==> config.mk <==
export PLATFORM = sky130hd
export DESIGN_NAME = vxf_classifier
export DESIGN_NICKNAME = d
export VERILOG_FILES = /design/src/rtl/vxf_pkg.sv /design/src/rtl/vxf_prefix_chk.sv /design/src/rtl/vxf_mem_chk.sv /design/src/rtl/vxf_simd_chk.sv /design/src/rtl/vxf_fault_arb.sv /design/src/rtl/vxf_classifier.sv
export SDC_FILE = /design/constraint.sdc
export NUM_CORES = 1
export LEC_CHECK = 0
export ABC_AREA = 1
export BUFFER_PORTS_ARGS = -buffer_cell sky130_fd_sc_hd__buf_2
export CAP_MARGIN = 25
export CORE_AREA = 5 5 42 44
export DETAILED_ROUTE_END_ITERATION = 12
export DIE_AREA = 0 0 47 49
export PLACE_DENSITY = 0.8
export SLEW_MARGIN = 20
export SYNTH_ARGS = -nofsm -noshare
export SYNTH_HDL_FRONTEND = slang
export SYNTH_SLANG_ARGS = --single-unit
==> constraint.sdc <==
create_clock -name clk -period 1.9 [get_ports clk]
set_input_delay 0.095 -clock clk [delete_from_list [all_inputs] [get_ports clk]]
set_output_delay 0.095 -clock clk [all_outputs]
set_load 0.01 [all_outputs]
==> src/rtl/vxf_pkg.sv <==
package vxf_pkg;

    localparam int SIMD_FLAGS_DEF = 6;
    localparam int VEC_W          = 8;

    typedef enum logic [1:0] {
        MODE_REAL = 2'd0,
        MODE_V86  = 2'd1,
        MODE_PROT = 2'd2,
        MODE_LONG = 2'd3
    } op_mode_e;

    typedef enum logic [VEC_W-1:0] {
        VEC_NONE    = 8'd0,
        VEC_ILLEGAL = 8'd6,
        VEC_NODEV   = 8'd7,
        VEC_STACK   = 8'd12,
        VEC_GENERAL = 8'd13,
        VEC_PAGE    = 8'd14,
        VEC_ALIGN   = 8'd17,
        VEC_SIMD    = 8'd19
    } fault_vec_e;

    typedef struct packed {
        logic       hit;
        fault_vec_e vec;
    } verdict_t;

    localparam verdict_t NO_VERDICT = '{hit: 1'b0, vec: VEC_NONE};

    // Priority slots, index 0 is most urgent
    localparam int SLOT_ILLEGAL = 0;
    localparam int SLOT_NODEV   = 1;
    localparam int SLOT_ADDR    = 2;
    localparam int SLOT_PAGE    = 3;
    localparam int SLOT_SIMD    = 4;
    localparam int N_SLOTS      = 5;

    function automatic logic is_legacy_mode(op_mode_e m);
        return (m == MODE_REAL) || (m == MODE_V86);
    endfunction

    function automatic verdict_t make_verdict(logic hit, fault_vec_e vec);
        verdict_t v;
        v.hit = hit;
        v.vec = hit ? vec : VEC_NONE;
        return v;
    endfunction

endpackage

==> src/rtl/vxf_prefix_chk.sv <==
module vxf_prefix_chk
    import vxf_pkg::*;
(
    input  op_mode_e   mode,
    input  logic       has_lock,
    input  logic       has_legacy_pfx,
    input  logic       feat_present,
    input  logic       os_save_en,
    input  logic [1:0] xstate_en,
    input  logic       task_switched,
    output verdict_t   ill_v,
    output verdict_t   nodev_v
);
    logic legacy;
    logic any_mode_bad;
    logic paged_mode_bad;

    always_comb begin
        legacy         = is_legacy_mode(mode);
        any_mode_bad   = has_lock || !feat_present;
        paged_mode_bad = !legacy &&
                         ((xstate_en != 2'b11) || !os_save_en || has_legacy_pfx);
        ill_v          = make_verdict(legacy || any_mode_bad || paged_mode_bad,
                                      VEC_ILLEGAL);
        nodev_v        = make_verdict(task_switched, VEC_NODEV);
    end
endmodule

==> src/rtl/vxf_mem_chk.sv <==
module vxf_mem_chk
    import vxf_pkg::*;
(
    input  op_mode_e mode,
    input  logic     mem_seg_fault,
    input  logic     mem_noncanon,
    input  logic     mem_stack_ref,
    input  logic     mem_page_fault,
    output verdict_t addr_v,
    output verdict_t page_v
);
    logic bad_addr;

    always_comb begin
        unique case (mode)
            MODE_PROT: bad_addr = mem_seg_fault;
            MODE_LONG: bad_addr = mem_noncanon;
            default:   bad_addr = 1'b0;
        endcase
        addr_v = make_verdict(bad_addr,
                              mem_stack_ref ? VEC_STACK : VEC_GENERAL);
        page_v = make_verdict(mem_page_fault && !is_legacy_mode(mode), VEC_PAGE);
    end
endmodule

==> src/rtl/vxf_simd_chk.sv <==
module vxf_simd_chk
    import vxf_pkg::*;
#(
    parameter int N_FLAGS = SIMD_FLAGS_DEF
) (
    input  logic [N_FLAGS-1:0] status,
    input  logic [N_FLAGS-1:0] mask,
    input  logic               report_en,
    output verdict_t           simd_v
);
    logic [N_FLAGS-1:0] live;

    for (genvar g = 0; g < N_FLAGS; g++) begin : g_flag
        assign live[g] = status[g] & ~mask[g];
    end

    always_comb begin
        simd_v = make_verdict(|live, report_en ? VEC_SIMD : VEC_ILLEGAL);
    end
endmodule

==> src/rtl/vxf_fault_arb.sv <==
module vxf_fault_arb
    import vxf_pkg::*;
#(
    parameter int N_SRC = N_SLOTS
) (
    input  verdict_t src [N_SRC],
    output verdict_t win
);
    always_comb begin
        win = NO_VERDICT;
        for (int i = N_SRC - 1; i >= 0; i--) begin
            if (src[i].hit) win = src[i];
        end
    end
endmodule

==> src/rtl/vxf_classifier.sv <==
module vxf_classifier
    import vxf_pkg::*;
#(
    parameter int SIMD_FLAGS = SIMD_FLAGS_DEF
) (
    input  logic                  clk,
    input  logic                  rst,
    input  logic                  chk_valid,
    input  logic [1:0]            mode,
    input  logic                  has_lock,
    input  logic                  has_legacy_pfx,
    input  logic                  feat_present,
    input  logic                  os_save_en,
    input  logic [1:0]            xstate_en,
    input  logic                  task_switched,
    input  logic                  simd_report_en,
    input  logic                  mem_seg_fault,
    input  logic                  mem_noncanon,
    input  logic                  mem_stack_ref,
    input  logic                  mem_page_fault,
    input  logic [SIMD_FLAGS-1:0] simd_status,
    input  logic [SIMD_FLAGS-1:0] simd_mask,
    output logic                  fault_valid,
    output logic                  fault_raise,
    output logic [VEC_W-1:0]      fault_vec
);
    op_mode_e op_mode;
    verdict_t slots [N_SLOTS];
    verdict_t winner;
    verdict_t result_q;

    assign op_mode = op_mode_e'(mode);

    vxf_prefix_chk u_prefix (
        .mode           (op_mode),
        .has_lock       (has_lock),
        .has_legacy_pfx (has_legacy_pfx),
        .feat_present   (feat_present),
        .os_save_en     (os_save_en),
        .xstate_en      (xstate_en),
        .task_switched  (task_switched),
        .ill_v          (slots[SLOT_ILLEGAL]),
        .nodev_v        (slots[SLOT_NODEV])
    );

    vxf_mem_chk u_mem (
        .mode           (op_mode),
        .mem_seg_fault  (mem_seg_fault),
        .mem_noncanon   (mem_noncanon),
        .mem_stack_ref  (mem_stack_ref),
        .mem_page_fault (mem_page_fault),
        .addr_v         (slots[SLOT_ADDR]),
        .page_v         (slots[SLOT_PAGE])
    );

    vxf_simd_chk #(.N_FLAGS(SIMD_FLAGS)) u_simd (
        .status    (simd_status),
        .mask      (simd_mask),
        .report_en (simd_report_en),
        .simd_v    (slots[SLOT_SIMD])
    );

    vxf_fault_arb #(.N_SRC(N_SLOTS)) u_arb (
        .src (slots),
        .win (winner)
    );

    always_ff @(posedge clk) begin
        if (rst) begin
            fault_valid <= 1'b0;
            result_q    <= NO_VERDICT;
        end else begin
            fault_valid <= chk_valid;
            result_q    <= chk_valid ? winner : NO_VERDICT;
        end
    end

    assign fault_raise = result_q.hit;
    assign fault_vec   = result_q.vec;


    valid_pulse_chk: assert property (@(posedge clk) disable iff (rst)
        chk_valid |=> fault_valid);

    idle_quiet_chk: assert property (@(posedge clk) disable iff (rst)
        !chk_valid |=> (!fault_valid && !fault_raise && fault_vec == '0));

    legacy_mode_ill_chk: assert property (@(posedge clk) disable iff (rst)
        (chk_valid && mode[1] == 1'b0) |=> (fault_raise && fault_vec == VEC_ILLEGAL));

    lock_ill_chk: assert property (@(posedge clk) disable iff (rst)
        (chk_valid && (has_lock || !feat_present)) |=> (fault_vec == VEC_ILLEGAL));

    simd_gated_chk: assert property (@(posedge clk) disable iff (rst)
        (chk_valid && !simd_report_en) |=> (fault_vec != VEC_SIMD));

    code_set_chk: assert property (@(posedge clk) disable iff (rst)
        fault_raise |-> (fault_vec == VEC_ILLEGAL || fault_vec == VEC_NODEV ||
                         fault_vec == VEC_STACK   || fault_vec == VEC_GENERAL ||
                         fault_vec == VEC_PAGE    || fault_vec == VEC_SIMD));

    no_align_chk: assert property (@(posedge clk) disable iff (rst)
        fault_vec != VEC_ALIGN);
endmodule

==> flow_results.org <==
** Outcome
- Run status :: finished clean

** CTS
- CTS tree :: yes
- CTS H-tree depth :: 1
- Count of buffers added by post-CTS timing repair for setup :: 0
- CTS sink cnt :: 7
- The tree is rooted in a clkbuf_4.
- Buffers inserted to repair hold after CTS numbered 0.
- After clock tree synthesis, the clock-pin slew on the worst setup and hold paths is 0.05 ns.
- Clock tree synthesis inserted a total of 3 buffers.
- The clock passes through at most 2 buffers.
- Resized Gates After CTS :: 0

** Floorplanning
- 39 I/O pins were placed.
- Initial core utilization :: 0.3098
- Die area :: 0.002303 mm²
- Overall die height :: 49 µm
- The floorplan step defined a core boundary enclosing 0.001401 mm².
- The floorplan has 14 rows.
- Horiz. Die Dim :: 47 µm

** Synthesis
- In this run the cell area of the synthesized design comes to 434.2 µm².
- By area, the combinational part of the netlist is dominated by simple AND/OR/NAND/NOR gates.
- Fraction of the mapped netlist area in adder cells :: 0
- YS warnings :: 0
- Sequential element share of the synthesized area :: 0.3228
- Gate count after technology mapping :: 69
- Distinct cell type count of the synthesized netlist :: 16
- Of the total synthesized cell area, the portion taken by AND, OR, NAND and NOR gates is 0.4265.
- After synthesis the netlist holds a flip-flop and latch count of 7.
- Post-synthesis mux area share :: 0
- Per-instance average area after synthesis :: 6.292 µm²
- Of the total synthesized cell area, the portion taken by XOR and XNOR cells is 0.
- Area fraction in compound gates after synthesis :: 0.03458

** Finish
- Synthesis-to-finish area growth :: 47.55%
- After the last flow step, the layout net total stands at 137.
- For this run, the number of standard cells in the final layout without fillers is 123.
- Of the cells placed in the final design, the portion with a size suffix greater than 1 is 0.4486.
- The repair_antennas step left the layout with diodes totalling 0.

** Route
- Final Routed Wirelength :: 991 µm
- Detailed-route DRC error count :: 0
- The first detailed-routing pass ran for 4 iterations.
- Detailed router's first-iteration violation count :: 3
- In the final routed layout, each cell accounts on average for 8.057 µm.
- Total vias in the final route :: 483
- Using the TritonRoute via totals, the vias-per-cell ratio works out to 3.927.
- Once detail routing completed, the nets flagged for antenna violations numbered 0.

** Timing
- Accumulated negative setup slack :: 0 ns
- Setup repair after global routing missed its margin :: false
- Across all hold checks on the routed design, the worst slack comes to 0.03955 ns.
- Final hold violations :: 0
- Min cycle time layout :: 0.7627 ns
- Final critical-path share of the clock period :: 0.4014
- Final setup violation count :: 0
- After layout, the worst setup slack is 1.137 ns.
- The max-slew violation total from the final report came to 0.
- Derived from the worst setup path, the maximum achievable clock frequency is 1311 MHz.

** Power
- The share of total power dissipated in sequential elements is 0.423.
- Part of the total power dissipated in combinational logic :: 0.216
- Pwr dens :: 562.4 mW/mm²
- In this run the static leakage power is 0.4223 nW.
- Switching share of power :: 0.2555
- Internal Pwr Total :: 268.2 µW
- VDD IR max :: 0.1426 mV
- Part of the power in the clock network :: 0.361
- Net Sw Power :: 92.04 µW

** Worst setup path
- STA classifies the critical path startpoint as a flop.
- WP data arrival :: 0.67 ns
- For this design, the slowest cell found on the critical path is dfxtp_1.
- The critical path goes through buf_2.
- Of all nets on the critical path, the largest fanout is 1.
- The worst setup path is captured at an output port.
- Delay of the slowest cell on the worst path :: 0.30 ns
- Crit path required time :: 1.80 ns
- The critical path in this run is classified as flop to output port.
- The kind of cell with the highest combined delay along the critical path is flip-flops.
- Buffers & Inverters on Critical Path :: 1

** Worst hold path
- Class of the most critical hold timing path :: primary input to flop

** Placement
- At the end of routability-driven placement, the weighted congestion stood at 0.7348.
- Cells after DPL :: 119
- Input and output buffers added on the ports amount to 35.
- Worst slack at placement :: 1.038 ns
- Detailed placement HPWL :: 911 µm

** Global route
- Antenna violations before repair :: 0
- Largest net degree at the start of global routing :: 6
- Total track usage :: 0.09859
- Vias in the first global route :: 475
- The first global-routing pass estimated 1.704 mm of wire.
- Total global routing overflow :: 0

** Flow run
- Max-capacitance violation count :: 0
[cells in the final DEF (no fill, tap or decap)]
cell type	Yosys	final
a21oi_1	3	3
nand3_2	2	2
buf_2	0	35
nor2_4	1	1
nor3_1	1	1
conb_1	1	3
nand3_1	2	2
nand2_1	18	18
clkbuf_4	0	3
nand4_1	1	1
nor2_1	6	6
dfxtp_1	7	7
inv_2	1	1
nand2_4	1	1
nor2_2	3	3
nand2_2	2	2
inv_1	17	17
clkbuf_1	0	1
[synthesized netlist by cell type]
cell type,number,area [µm²]
buf_4,3,22.52
inv_2,1,3.750
dfxtp_1,7,140.1
nor2_2,3,18.77
nand4_1,1,6.260
nand3_2,2,20.02
nand2_4,1,11.26
inv_1,17,63.81
a21oi_1,3,15.01
nand2_1,18,67.56
conb_1,1,3.750
nor2_1,6,22.52
nor3_1,1,5.000
nor2_4,1,11.26
nand3_1,2,10.01
nand2_2,2,12.51
[through the flow]
step	total power, mW	utilization	instance area (µm²)
final	0.3603	0.4571	640.6
after floorplan	0.1993	-	441.7
after global routing	0.3889	0.4571	640.6
after global placement	0.2313	0.4384	614.3
after CTS	0.3666	0.4571	640.6
after detailed placement	0.2339	0.4384	614.3
[cell type report]
cell class                 count  area, µm²
sequential                     7      140.1
multi-input combinational     43      211.5
timing repair buffer          35      175.2
tap                           16      20.02
fill                         162      760.7
clock buffer                   4      26.28
inverter                      18      67.56
[final timing paths]
| kind | start | end | cells past startpoint |
|---|---|---|---|
| worst min-delay path | rst | fault_valid | 2 |
| worst max-delay path | fault_vec[3] | fault_vec[3] | 1 |
[per-layer routing]
| layer | share of wire | vias up | GRT usage |
|---|---|---|---|
| met5 | 0 | - | 0 |
| met4 | 0 | 0 | 0.05530 |
| met3 | 0.15 | 0 | 0.02583 |
| met2 | 0.54 | 20 | 0.1697 |
| met1 | 0.32 | 196 | 0.1011 |
| li1 | - | 267 | - |
[registers in the layout (all words and copies together) (netlist names)]
register / count
fault_vec: 5
fault_raise: 1
fault_valid: 1
[cell families after synthesis]
kind of cell | after synthesis
AOI/OAI and AO/OA | 3
other | 1
buffers and inverters | 21
and+or+nand+nor | 37
DFF | 7
[power by group through the flow]
stage	registers, mW	logic [mW]	clock network (mW)
2_1_floorplan	0.158	0.0411	0
3_3_place_gp	0.155	0.0759	0
3_5_place_dp	0.155	0.0785	0
4_1_cts	0.153	0.0786	0.135
6_report	0.152	0.0777	0.130
5_1_grt	0.153	0.0895	0.147
No activity file was read; power rests on OpenSTA's default activity.
